--- src/rtl/sar_pkg.sv ---
package sar_pkg;

    typedef enum logic [1:0] {
        ST_IDLE   = 2'd0,
        ST_SAMPLE = 2'd1,
        ST_TRIAL  = 2'd2
    } sar_state_e;

endpackage

--- src/rtl/sar_sequencer.sv ---
module sar_sequencer
    import sar_pkg::*;
#(
    parameter int N = 10
) (
    input  logic         clk_i,
    input  logic         rst_ni,
    input  logic         start_i,
    output logic         sample_o,
    output logic         busy_o,
    output logic         load_msb_o,
    output logic         step_o,
    output logic [N-1:0] ptr_o
);

    localparam logic [N-1:0] TOP_BIT = {1'b1, {(N-1){1'b0}}};

    typedef struct packed {
        sar_state_e   st;
        logic         smp;
        logic [N-1:0] ptr;
    } seq_t;

    seq_t seq_d, seq_q;

    always_comb begin
        seq_d     = seq_q;
        seq_d.smp = 1'b0;
        unique case (seq_q.st)
            ST_IDLE: begin
                if (start_i) begin
                    seq_d.st  = ST_SAMPLE;
                    seq_d.smp = 1'b1;
                end
            end
            ST_SAMPLE: begin
                seq_d.st  = ST_TRIAL;
                seq_d.ptr = TOP_BIT;
            end
            ST_TRIAL: begin
                seq_d.ptr = seq_q.ptr >> 1;
                if (seq_q.ptr[0]) begin
                    seq_d.st = ST_IDLE;
                end
            end
            default: begin
                seq_d.st  = ST_IDLE;
                seq_d.ptr = '0;
            end
        endcase
    end

    always_ff @(posedge clk_i) begin
        if (!rst_ni) begin
            seq_q.st  <= ST_IDLE;
            seq_q.smp <= 1'b0;
            seq_q.ptr <= '0;
        end else begin
            seq_q <= seq_d;
        end
    end

    assign sample_o   = seq_q.smp;
    assign busy_o     = (seq_q.st != ST_IDLE);
    assign load_msb_o = (seq_q.st == ST_SAMPLE);
    assign step_o     = (seq_q.st == ST_TRIAL);
    assign ptr_o      = seq_q.ptr;


    sample_single_chk: assert property (@(posedge clk_i) disable iff (!rst_ni)
        sample_o |=> !sample_o);


    ptr_onehot_chk: assert property (@(posedge clk_i) disable iff (!rst_ni)
        $onehot0(ptr_o) && (step_o -> $onehot(ptr_o)));


    busy_start_ignored_chk: assert property (@(posedge clk_i) disable iff (!rst_ni)
        (busy_o && start_i) |=> !sample_o);

endmodule

--- src/rtl/sar_trial_reg.sv ---
module sar_trial_reg #(
    parameter int N = 10
) (
    input  logic         clk_i,
    input  logic         rst_ni,
    input  logic         load_msb_i,
    input  logic         step_i,
    input  logic [N-1:0] ptr_i,
    input  logic         cmp_i,
    output logic [N-1:0] trial_o,
    output logic [N-1:0] decided_o
);

    localparam logic [N-1:0] TOP_BIT = {1'b1, {(N-1){1'b0}}};

    logic [N-1:0] trial_d, trial_q;
    logic [N-1:0] kept;

    always_comb begin
        kept    = (trial_q & ~ptr_i) | (cmp_i ? ptr_i : '0);
        trial_d = trial_q;
        if (load_msb_i) begin
            trial_d = TOP_BIT;
        end else if (step_i) begin
            trial_d = kept | (ptr_i >> 1);
        end
    end

    always_ff @(posedge clk_i) begin
        if (!rst_ni) begin
            trial_q <= '0;
        end else begin
            trial_q <= trial_d;
        end
    end

    assign trial_o   = trial_q;
    assign decided_o = kept;


    low_bits_clear_chk: assert property (@(posedge clk_i) disable iff (!rst_ni)
        step_i |-> ((trial_q & (ptr_i - 1'b1)) == '0) && ((trial_q & ptr_i) != '0));


    upper_bits_hold_chk: assert property (@(posedge clk_i) disable iff (!rst_ni)
        (step_i && !ptr_i[0]) |=> ((trial_q & ~($past(ptr_i) | ($past(ptr_i) >> 1)))
                                   == ($past(trial_q) & ~($past(ptr_i) | ($past(ptr_i) >> 1)))));

endmodule

--- src/rtl/sar_result_reg.sv ---
module sar_result_reg #(
    parameter int N = 10
) (
    input  logic         clk_i,
    input  logic         rst_ni,
    input  logic         finish_i,
    input  logic [N-1:0] decided_i,
    output logic [N-1:0] result_o,
    output logic         done_o
);

    typedef struct packed {
        logic [N-1:0] code;
        logic         done;
    } res_t;

    res_t res_d, res_q;

    always_comb begin
        res_d      = res_q;
        res_d.done = finish_i;
        if (finish_i) begin
            res_d.code = decided_i;
        end
    end

    always_ff @(posedge clk_i) begin
        if (!rst_ni) begin
            res_q.code <= '0;
            res_q.done <= 1'b0;
        end else begin
            res_q <= res_d;
        end
    end

    assign result_o = res_q.code;
    assign done_o   = res_q.done;


    done_single_chk: assert property (@(posedge clk_i) disable iff (!rst_ni)
        done_o |=> !done_o);


    result_hold_chk: assert property (@(posedge clk_i) disable iff (!rst_ni)
        !done_o |-> $stable(result_o));

endmodule

--- src/rtl/sar_ctrl.sv ---
module sar_ctrl #(
    parameter int N = 10
) (
    input  logic         clk_i,
    input  logic         rst_ni,
    input  logic         start_i,
    input  logic         cmp_i,
    output logic         sample_o,
    output logic [N-1:0] dac_code_o,
    output logic         busy_o,
    output logic         done_o,
    output logic [N-1:0] result_o
);

    localparam logic [N-1:0] TOP_BIT = {1'b1, {(N-1){1'b0}}};

    logic         load_msb;
    logic         step;
    logic [N-1:0] ptr;
    logic [N-1:0] decided;
    logic         finish;

    sar_sequencer #(.N(N)) u_seq (
        .clk_i      (clk_i),
        .rst_ni     (rst_ni),
        .start_i    (start_i),
        .sample_o   (sample_o),
        .busy_o     (busy_o),
        .load_msb_o (load_msb),
        .step_o     (step),
        .ptr_o      (ptr)
    );

    sar_trial_reg #(.N(N)) u_trial (
        .clk_i      (clk_i),
        .rst_ni     (rst_ni),
        .load_msb_i (load_msb),
        .step_i     (step),
        .ptr_i      (ptr),
        .cmp_i      (cmp_i),
        .trial_o    (dac_code_o),
        .decided_o  (decided)
    );

    assign finish = step & ptr[0];

    sar_result_reg #(.N(N)) u_res (
        .clk_i     (clk_i),
        .rst_ni    (rst_ni),
        .finish_i  (finish),
        .decided_i (decided),
        .result_o  (result_o),
        .done_o    (done_o)
    );


    first_trial_chk: assert property (@(posedge clk_i) disable iff (!rst_ni)
        sample_o |=> (dac_code_o == TOP_BIT) && busy_o);


    done_not_busy_chk: assert property (@(posedge clk_i) disable iff (!rst_ni)
        done_o |-> !busy_o && !sample_o);


    start_accept_chk: assert property (@(posedge clk_i) disable iff (!rst_ni)
        (!busy_o && start_i) |=> sample_o && busy_o);

endmodule

--- config.mk ---
export PLATFORM = sky130hd
export DESIGN_NAME = sar_ctrl
export DESIGN_NICKNAME = d
export VERILOG_FILES = /design/src/rtl/sar_pkg.sv /design/src/rtl/sar_sequencer.sv /design/src/rtl/sar_trial_reg.sv /design/src/rtl/sar_result_reg.sv /design/src/rtl/sar_ctrl.sv
export SDC_FILE = /design/constraint.sdc
export NUM_CORES = 1
export LEC_CHECK = 0
export BUFFER_PORTS_ARGS = -buffer_cell sky130_fd_sc_hd__buf_4
export CORE_ASPECT_RATIO = 0.7
export CORE_MARGIN = 2
export CORE_UTILIZATION = 40
export CTS_CLUSTER_SIZE = 40
export DETAILED_ROUTE_END_ITERATION = 16
export GPL_ROUTABILITY_DRIVEN = 0
export GPL_TIMING_DRIVEN = 0
export HOLD_SLACK_MARGIN = 0.1
export PLACE_DENSITY_LB_ADDON = 0.12
export SLEW_MARGIN = 0
export SYNTH_ARGS = -nofsm -noshare
export SYNTH_HDL_FRONTEND = slang
export SYNTH_SLANG_ARGS = --single-unit
--- constraint.sdc ---
create_clock -name clk_i -period 2.7 [get_ports clk_i]
set_input_delay 0.405 -clock clk_i [delete_from_list [all_inputs] [get_ports clk_i]]
set_output_delay 0.405 -clock clk_i [all_outputs]
set_load 0.01 [all_outputs]
# Yosys cells after proc, flatten, opt, wreduce, memory -nomap -nowiden
# Cells that the tools add are included.
[classes]
n_reduce_logical = 6
n_mux = 7
n_bitwise = 6
n_eq_ne = 4
[op_table]
columns = ["cell", "count"]
rows = [
  ["$mux 10", 3],
  ["$pmux 10 s3", 1],
  ["$and 10x10->10", 1],
  ["$not 10->10", 1],
  ["$or 10x10->10", 1],
  ["$or 10x9->10", 1],
  ["$pmux 2 s3", 1],
  ["$reduce_and 2->1", 2],
  ["$reduce_bool 2->1", 2],
  ["$mux 3", 1],
  ["$eq 2x1->1 const B", 1],
  ["$eq 2x2->1 const B", 1],
  ["$logic_not 2->1", 1],
  ["$mux 2", 1],
  ["$ne 2x1->1 const B", 1],
  ["$ne 2x2->1 const B", 1],
  ["$reduce_or 2->1", 1],
  ["$and 1x1->1", 1],
  ["$not 1->1", 1],
]
[word_totals]
output_inout_bits = 23
inputBits = 4
reg_bits = 34

# Logic depth before layout (Yosys ltp)
# Gate-level depths: netlist (run 1).
[depth]
word_depth = 6
depth_mapped = 7

# Cells and area by module
# From an unflattened synthesis (run 1), not the netlist that was laid out.
[unflattened]
cells_unflattened = 135
hier_area_um2 = 1546.5
[modules_own_cells]
columns = ["module", "area_each_um2", "seq_area_each_um2", "cells_each", "instances"]
rows = [
  ["sar_sequencer", 576.8, 260.2, 54, 1],
  ["sar_trial_reg", 558.0, 200.2, 46, 1],
  ["sar_result_reg", 405.4, 220.2, 34, 1],
  ["sar_ctrl", 6.3, 0.0, 1, 1],
]

# Worst setup path after synthesis (run 1)
# No wires, ideal clock.
[synth_timing]
path_type = "register -> register"
from = "reg u_seq.seq_q[11] in the netlist's numbering"
to = "reg, netlist name u_seq.ptr_o[0]"
path_buffers = 1
slack_ns = 1.380
t_arrival_ns = 1.190
stages_incl_launch_ff = 7
synth_period_minus_slack_ns = 1.320
cell_sequence = "dfxtp_1 -> inv_1 -> ha_1 -> and3b_2 -> buf_6 -> a22oi_1 -> nor2_1"
[synth_via]
elab_chain_cells = 2
[synth_rtl]
columns = ["element", "line_no", "rtl"]
rows = [
  ["start: declaration", "sar_sequencer.sv:24", "seq_t seq_d, seq_q;"],
  ["start signal: assignment", "sar_sequencer.sv:59", "seq_q <= seq_d;"],
  ["$eq 2x2->1, or another cell as far along", "sar_sequencer.sv:29", "unique case (seq_q.st)"],
  ["$pmux 10 s3", "sar_sequencer.sv:29", ""],
]
# Parallel ways exist; a longest one is shown, timed or not.
# A chain may end at the register's enable or synchronous reset.

# Worst setup path after layout (run 1)
[layout_timing]
from = "reg u_seq.seq_q[11] in the netlist's numbering"
to = "reg u_trial.trial_q[1] (netlist: u_trial.trial_o[1])"
[layout_via]
elab_chain_cells = 2
[layout_rtl]
columns = ["element", "line_no", "rtl"]
rows = [
  ["$eq 2x1->1", "sar_sequencer.sv:65", "assign load_msb_o = (seq_q.st == ST_SAMPLE);"],
  ["$reduce_or 2->1 (no source line)", "-", ""],
  ["end signal: assignment", "sar_trial_reg.sv:33", "trial_q <= trial_d;"],
  ["end: declaration", "sar_trial_reg.sv:16", "logic [N-1:0] trial_d, trial_q;"],
]
# Parallel ways exist; a longest one is shown, timed or not.

==> results of run 1 <==
-- worst paths after layout --
check | startpoint | endpoint | slack [ps]
max | u_seq.seq_q[11] | u_trial.trial_o[1] | 1060
min reg2reg | u_res.result_o[0] | u_res.result_o[0] | 470
max reg2reg | u_seq.seq_q[11] | u_trial.trial_o[1] | 1060
min | start_i | u_seq.sample_o | 370
-- metrics by stage --
stage	instance area [µm²]	setup WS [ps]
final	1870	1060
after global routing	1870	930
after global placement	1760	1150
after floorplan	1500	1380
after CTS	1870	1060
after detailed placement	1760	1080
-- kinds of logic (layout without fill, tap and decap cells) --
logic type      count (synthesis)  count (layout)  synth area share [%]
compound gates                 43              43                  22.1
mux                            10              10                  6.67
flops                          34              34                  45.3
simple gates                   40              40                  12.3
fa+ha+maj                       3               3                  2.50
buf+inv                        29              63                  11.2
-- routing by layer --
| metal | share of wire (%) | wire length [µm] | track usage, % | vias to the layer above |
|---|---|---|---|---|
| met2 | 42 | 1450 | 23.7 | 41 |
| met5 | 0 | 0 | 0 | - |
| li1 | - | - | - | 616 |
| met1 | 51 | 1770 | 23.7 | 557 |
| met3 | 5.5 | 191 | 5.39 | 9 |
| met4 | 1.8 | 61 | 8.42 | 0 |
-- cell type report --
class	count	area (µm²)
Buffer	16	119
Timing Repair Buffer	26	195
Tap cell	50	62.6
Fill cell	337	1690
Clock buffer	5	68.8
Clock inverter	3	40.0
Inverter	13	48.8
Sequential cell	34	681
Multi-Input combinational cell	96	653
-- placed cells by master (no fill, tap or decap), types with 2 or more instances in the layout --
cell,count
a211oi_1,9
a21oi_1,3
a22oi_1,10
a311oi_1,8
buf_2,7
buf_4,26
buf_6,3
clkbuf_1,2
clkbuf_8,6
clkinv_2,2
dfxtp_1,34
ha_1,3
inv_1,13
mux2i_1,10
nand2_1,2
nand2b_1,2
nor2_1,29
o21a_1,8
-- flip-flops by register name (all words and copies together), names as in the netlist --
name             cells
u_trial.trial_o     10
u_seq.seq_q          2
u_seq.sample_o       1
u_seq.ptr_o         10
u_res.result_o      10
u_res.done_o         1
-- power by group through the flow --
stage          logic, mW  clock network (mW)  registers [mW]
5_1_grt            0.111               0.485           0.517
2_1_floorplan     0.0638                   0           0.528
4_1_cts            0.102               0.463           0.516
3_3_place_gp      0.0992                   0           0.527
3_5_place_dp       0.101                   0           0.527
6_report           0.103               0.453           0.516
-- critical path, cell delays in order (launching register included) --
cell      delay [ps]
dfxtp_1          340
inv_1             90
ha_1             250
inv_1             80
nor2_1           510
a311oi_1         220
==> metrics.csv, run 1 <==
stage;metric;value;unit
outcome;outcome;finished clean;
floorplanning;ios;27;
clock_network;numCtsBuffers;5;
min_path;min_path_type;in -> reg;
clock_network;cts.clk_slew.worst_paths;70;ps
logic_synthesis;ys_seq_area_share;45.3;%
logic_synthesis;ys_seq_elements;34;
logic_synthesis;synth_fp_nets;166;
logic_synthesis;ys_top_cells_by_area;dfxtp_1, nor2_1, mux2i_1;
global_route;grt_max_degree;12;
sta;relSlewSlack;57.8;%
global_route;grt_pass1_vias;1131;
clock_network;cts.sinks;34;
logic_synthesis;synth_top_area_share;45.3;%
route;routed_via_density;5.03;
power;combPwrFrac;9.6;%
sta;grt_setup_unrepaired;false;
route;drt_iter0_drc;35;
setup_path;cp-start-kind;register;
setup_path;rr_worst_depth;5;
setup_path;crit_arrival;1770;ps
floorplanning;die_x;77.2;µm
sta;fin_skew;5.22;ps
power;p_leak;0.726;nW
clock_network;post_cts_resized;0;
setup_path;end_kind;register;
clock_network;clockBufferDepth;2;
placed_design;dp.cells;235;
power;switching_share;23.4;%
sta;tns;0;ps
route;postRouteAntennaNets;0;
logic_synthesis;synthTopCellsByCount;dfxtp_1, nor2_1, inv_1;
sta;fin_crit;1640;ps
logic_synthesis;yosysWarnings;0;
sta;whs;373;ps
global_route;antenna_found_initial;0;
route;wl;3.48;mm
clock_network;hold_buffers;0;
global_route;grt_pass1_wl;5.53;mm
clock_network;postCtsSetupRepairBufs;0;
logic_synthesis;synth_enable_flop_cells;0;
floorplanning;die_h;55.3;µm
global_route;overflow;0;
logic_synthesis;synth_top_cell_by_area;dfxtp_1;
logic_synthesis;ys.flop_type;dfxtp_1;
placed_design;dpl.hpwl;2.51;mm
clock_network;cts_tree;yes;
logic_synthesis;async_flop_share;0;%
power;p_sw;0.251;mW
clock_network;htreeDepth;2;
power;clkPwrFrac;42.3;%
logic_synthesis;synthCells;159;
clock_network;clock_latency;280;ps
logic_synthesis;synth_area;0.00150;mm²
layout;drive_above_1_share;26.9;%
floorplanning;rows;18;
layout;antenna_cells;0;
floorplanning;die_area;0.00427;mm²
layout;fin_util;52.5;%
route;drtPass1Iterations;4;
power;seqPwrFrac;48.1;%
layout;num-nets-final;199;
sta;drv_slew;0;
global_route;grt_use_total;17.1;%
floorplanning;start_util;42.2;%
logic_synthesis;avgSynthCellArea;9.44;µm²
route;num_vias;1223;
power;vdd_drop_max;0.285;mV
power;power.density;574;mW/mm²
sta;timing.final.hold_violations;0;
sta;worst_slew_pin_slew;630;ps
sta;setup_viol;0;
flow_run;drv_cap;0;
logic_synthesis;synth.most_common_cell;dfxtp_1;
sta;fmax;0.608;GHz
route;drc_errors;0;
setup_path;crit_fanout;8;
min_path;min_delay_path_depth;2;
setup_path;required;2830;ps
floorplanning;core_region_area;0.00356;mm²
logic_synthesis;yosysUniqueCellTypes;31;
layout;syn_to_final_growth;24.4;%
sta;min_period_over_period;60.9;%
setup_path;worstSetupPathType;reg -> reg;
placed_design;io_buffers;26;
route;drt-wirelength-per-cell;14.3;µm
power;p_total;1.07;mW
power;internal_power;0.822;mW
layout;final_cell_count_no_fill;243;
clock_network;cts-root-buf;clkbuf_8;
Power figures use the tool's default switching activity.
==> run 2: changes to the inputs <==
--- a/config.mk
+++ b/config.mk
@@ -5,6 +5,7 @@
 export SDC_FILE = /design/constraint.sdc
 export NUM_CORES = 1
 export LEC_CHECK = 0
+export ABC_AREA = 1
 export BUFFER_PORTS_ARGS = -buffer_cell sky130_fd_sc_hd__buf_4
 export CORE_ASPECT_RATIO = 0.7
 export CORE_MARGIN = 2
==> constraint.sdc (replaced) <==
create_clock -name clk_i -period 1.6 [get_ports clk_i]
set_input_delay 0.24 -clock clk_i [delete_from_list [all_inputs] [get_ports clk_i]]
set_output_delay 0.24 -clock clk_i [all_outputs]
set_load 0.01 [all_outputs]
==> run 2 against run 1 <==
Net effect: register-to-register slack worse by 890 ps; sequential cell count unchanged; global-route usage rose by 0.41 points; cell area down 6.8%; worst setup slack lost 920 ps; largest cell class unchanged; highest routed layer unchanged.
==> metrics.csv, run 2 <==
stage;metric;value;unit;change
floorplanning;die_h;53.4;µm;-3.3%
outcome;outcome;finished clean;;
logic_synthesis;synth_top_cell_by_area;dfxtp_1;;
setup_path;rr_worst_depth;5;;unchanged
floorplanning;start_util;43.2;%;+0.96 points
sta;fin_crit;1460;ps;
global_route;grt_pass1_wl;5.02;mm;-9.2%
sta;drv_slew;0;;unchanged
global_route;grt_pass1_vias;1075;;-5.0%
floorplanning;die_x;74.6;µm;-3.4%
clock_network;cts.clk_slew.worst_paths;70;ps;about the same
placed_design;placed_cell_area;0.00165;mm²;-6.3%
clock_network;cts_tree;yes;;
power;p_sw;0.679;mW;+170%
layout;drive_above_1_share;18.4;%;-8.6 points
route;drtPass1Iterations;4;;unchanged
setup_path;crit_fanout;6;;-2
setup_path;rr_endpoint;u_seq.ptr_o[5];;
setup_path;cp-start-kind;register;;
setup_path;worstSetupPathType;reg -> out;;
route;wl;3.16;mm;-9.2%
min_path;hold-path-endpoint;u_res.done_o;;
power;p_leak;0.778;nW;+7.2%
sta;setup_ws;140;ps;-916 ps
setup_path;required;1360;ps;-1470 ps
setup_path;reg2reg_slack;170;ps;-890 ps
layout;design_area;0.00174;mm²;-6.8%
clock_network;clock_latency;280;ps;about the same
min_path;min_path_type;in -> reg;;
power;combPwrFrac;25.2;%;+16 points
logic_synthesis;avgSynthCellArea;7.38;µm²;-22%
global_route;grt_max_degree;11;;-1
logic_synthesis;async_flop_share;0;%;unchanged
clock_network;cts.sinks;34;;unchanged
clock_network;clockBufferDepth;2;;unchanged
floorplanning;die_area;0.00398;mm²;-6.7%
placed_design;pre_cts_ws;216;ps;-860 ps
min_path;hold_start;rst_ni;;
sta;fmax;0.685;GHz;
sta;setup_viol;0;;unchanged
power;internal_power;1.46;mW;+78%
clock_network;postCtsSetupRepairBufs;0;;unchanged
logic_synthesis;yosysUniqueCellTypes;18;;-42%
setup_path;end_kind;output port;;
sta;timing.final.hold_violations;0;;unchanged
clock_network;htreeDepth;2;;unchanged
clock_network;post_cts_resized;0;;unchanged
sta;grt_setup_unrepaired;false;;
setup_path;crit_arrival;1220;ps;-550 ps
route;drt-wirelength-per-cell;11.7;µm;-18%
power;seqPwrFrac;45.1;%;-3.0 points
floorplanning;core_region_area;0.00323;mm²;-9.1%
logic_synthesis;synth_fp_nets;196;;+18%
placed_design;io_buffers;26;;unchanged
logic_synthesis;synth_top_area_share;48.8;%;+3.5 points
logic_synthesis;yosysWarnings;0;;unchanged
layout;final_common_cell;nand2_1;;
power;vdd_drop_max;0.568;mV;+100%
sta;relSlewSlack;70.5;%;+13 points
logic_synthesis;synth_area;0.00140;mm²;-7.1%
setup_path;r2r_start;u_seq.seq_q[12];;
logic_synthesis;ys_seq_elements;34;;unchanged
route;routed_via_density;4.83;;-4.0%
logic_synthesis;synthCells;189;;+19%
route;num_vias;1304;;+6.6%
clock_network;numCtsBuffers;5;;unchanged
power;p_total;2.14;mW;+99%
sta;min_period_over_period;91.3;%;
layout;antenna_cells;0;;unchanged
layout;final_cell_mix;nand2_1, dfxtp_1, a21oi_1;;
clock_network;cts-root-buf;clkbuf_8;;
global_route;overflow;0;;unchanged
power;clkPwrFrac;29.7;%;-13 points
sta;worst_slew_pin_slew;437;ps;-193 ps
placed_design;dpl.hpwl;2.31;mm;-7.8%
power;switching_share;31.8;%;+8.4 points
logic_synthesis;ys_top_cells_by_area;dfxtp_1, nand2_1, a21oi_1;;
layout;fin_util;53.8;%;+1.3 points
flow_run;drv_cap;0;;unchanged
power;power.density;1230;mW/mm²;+110%
sta;tns;0;ps;unchanged
route;drt_iter0_drc;62;;+77%
floorplanning;ios;27;;unchanged
global_route;antenna_found_initial;0;;unchanged
logic_synthesis;synth.most_common_cell;nand2_1;;
sta;fin_skew;4.93;ps;-0.281 ps
logic_synthesis;synthTopCellsByCount;nand2_1, dfxtp_1, a21oi_1;;
clock_network;hold_buffers;0;;unchanged
layout;num-nets-final;229;;+15%
global_route;grt_use_total;17.5;%;+0.41 points
route;drc_errors;0;;unchanged
logic_synthesis;ys_seq_area_share;48.8;%;+3.5 points
layout;syn_to_final_growth;24.8;%;
logic_synthesis;ys.flop_type;dfxtp_1;;
floorplanning;rows;17;;-1
min_path;min_delay_path_depth;3;;+1
logic_synthesis;synth_enable_flop_cells;0;;unchanged
route;postRouteAntennaNets;0;;unchanged
[run 2: worst max-delay path by stage]
stage | from | end | depth (start not counted) | slack, ps
3_3_place_gp | u_seq.seq_q[12] | u_seq.ptr_o[7] | 5 | 220
5_1_grt | u_seq.seq_q[12] | u_seq.ptr_o[1] | 5 | 30
3_5_place_dp | u_seq.seq_q[11] | u_seq.ptr_o[5] | 5 | 220
2_1_floorplan | u_seq.seq_q[11] | u_seq.ptr_o[5] | 5 | 400
6_report | u_seq.seq_q[12] | busy_o | 4 | 140
4_1_cts | u_seq.seq_q[12] | busy_o | 4 | 130
[run 2: per-layer routing]
metal  vias up  GRT usage, %  part of all wire (%)
met5         -             0                     0
met4         0          7.14                  0.79
met3         4          8.19                   8.3
met2        34          22.9                    42
met1       587          24.1                    49
li1        679             -                     -
[run 2: stage by stage]
| stage | hold WS (ps) | std cells |
|---|---|---|
| global placement | 465 | 262 |
| CTS | 205 | 270 |
| global route | 238 | 270 |
| detailed placement | 467 | 262 |
| finish | 214 | 270 |
| floorplan | 356 | 189 |
[run 2: power by group through the flow]
stage | logic, mW | clock network [mW] | registers [mW]
floorplan | 0.319 | 0 | 0.997
global placement | 0.529 | 0 | 0.980
detailed placement | 0.535 | 0 | 0.983
CTS | 0.537 | 0.659 | 0.964
global route | 0.600 | 0.702 | 0.972
finish | 0.539 | 0.635 | 0.964
[run 2: area by class of cell]
type	count	area (µm²)
Sequential cell	34	681
Inverter	22	82.6
Timing Repair Buffer	26	195
Clock buffer	7	86.3
Multi-Input combinational cell	127	602
Fill cell	329	1490
Tap cell	47	58.8
Buffer	6	30.0
Clock inverter	1	5.00
[run 2: logic make-up (layout without fill, tap and decap cells)]
logic type / after synthesis / after routing / share of synthesized area [%]
AO/OA/AOI/OAI: 49 / 49 / 17.6
buffers and inverters: 28 / 62 / 8.07
adder cells (fa/ha/maj): 3 / 3 / 2.69
flip-flops: 34 / 34 / 48.8
AND/OR/NAND/NOR: 75 / 75 / 22.9
[run 2: critical path, cell delays in order (launching register included)]
cell	delay, ps
dfxtp_1	340
inv_1	80
ha_1	320
inv_2	60
buf_4	140
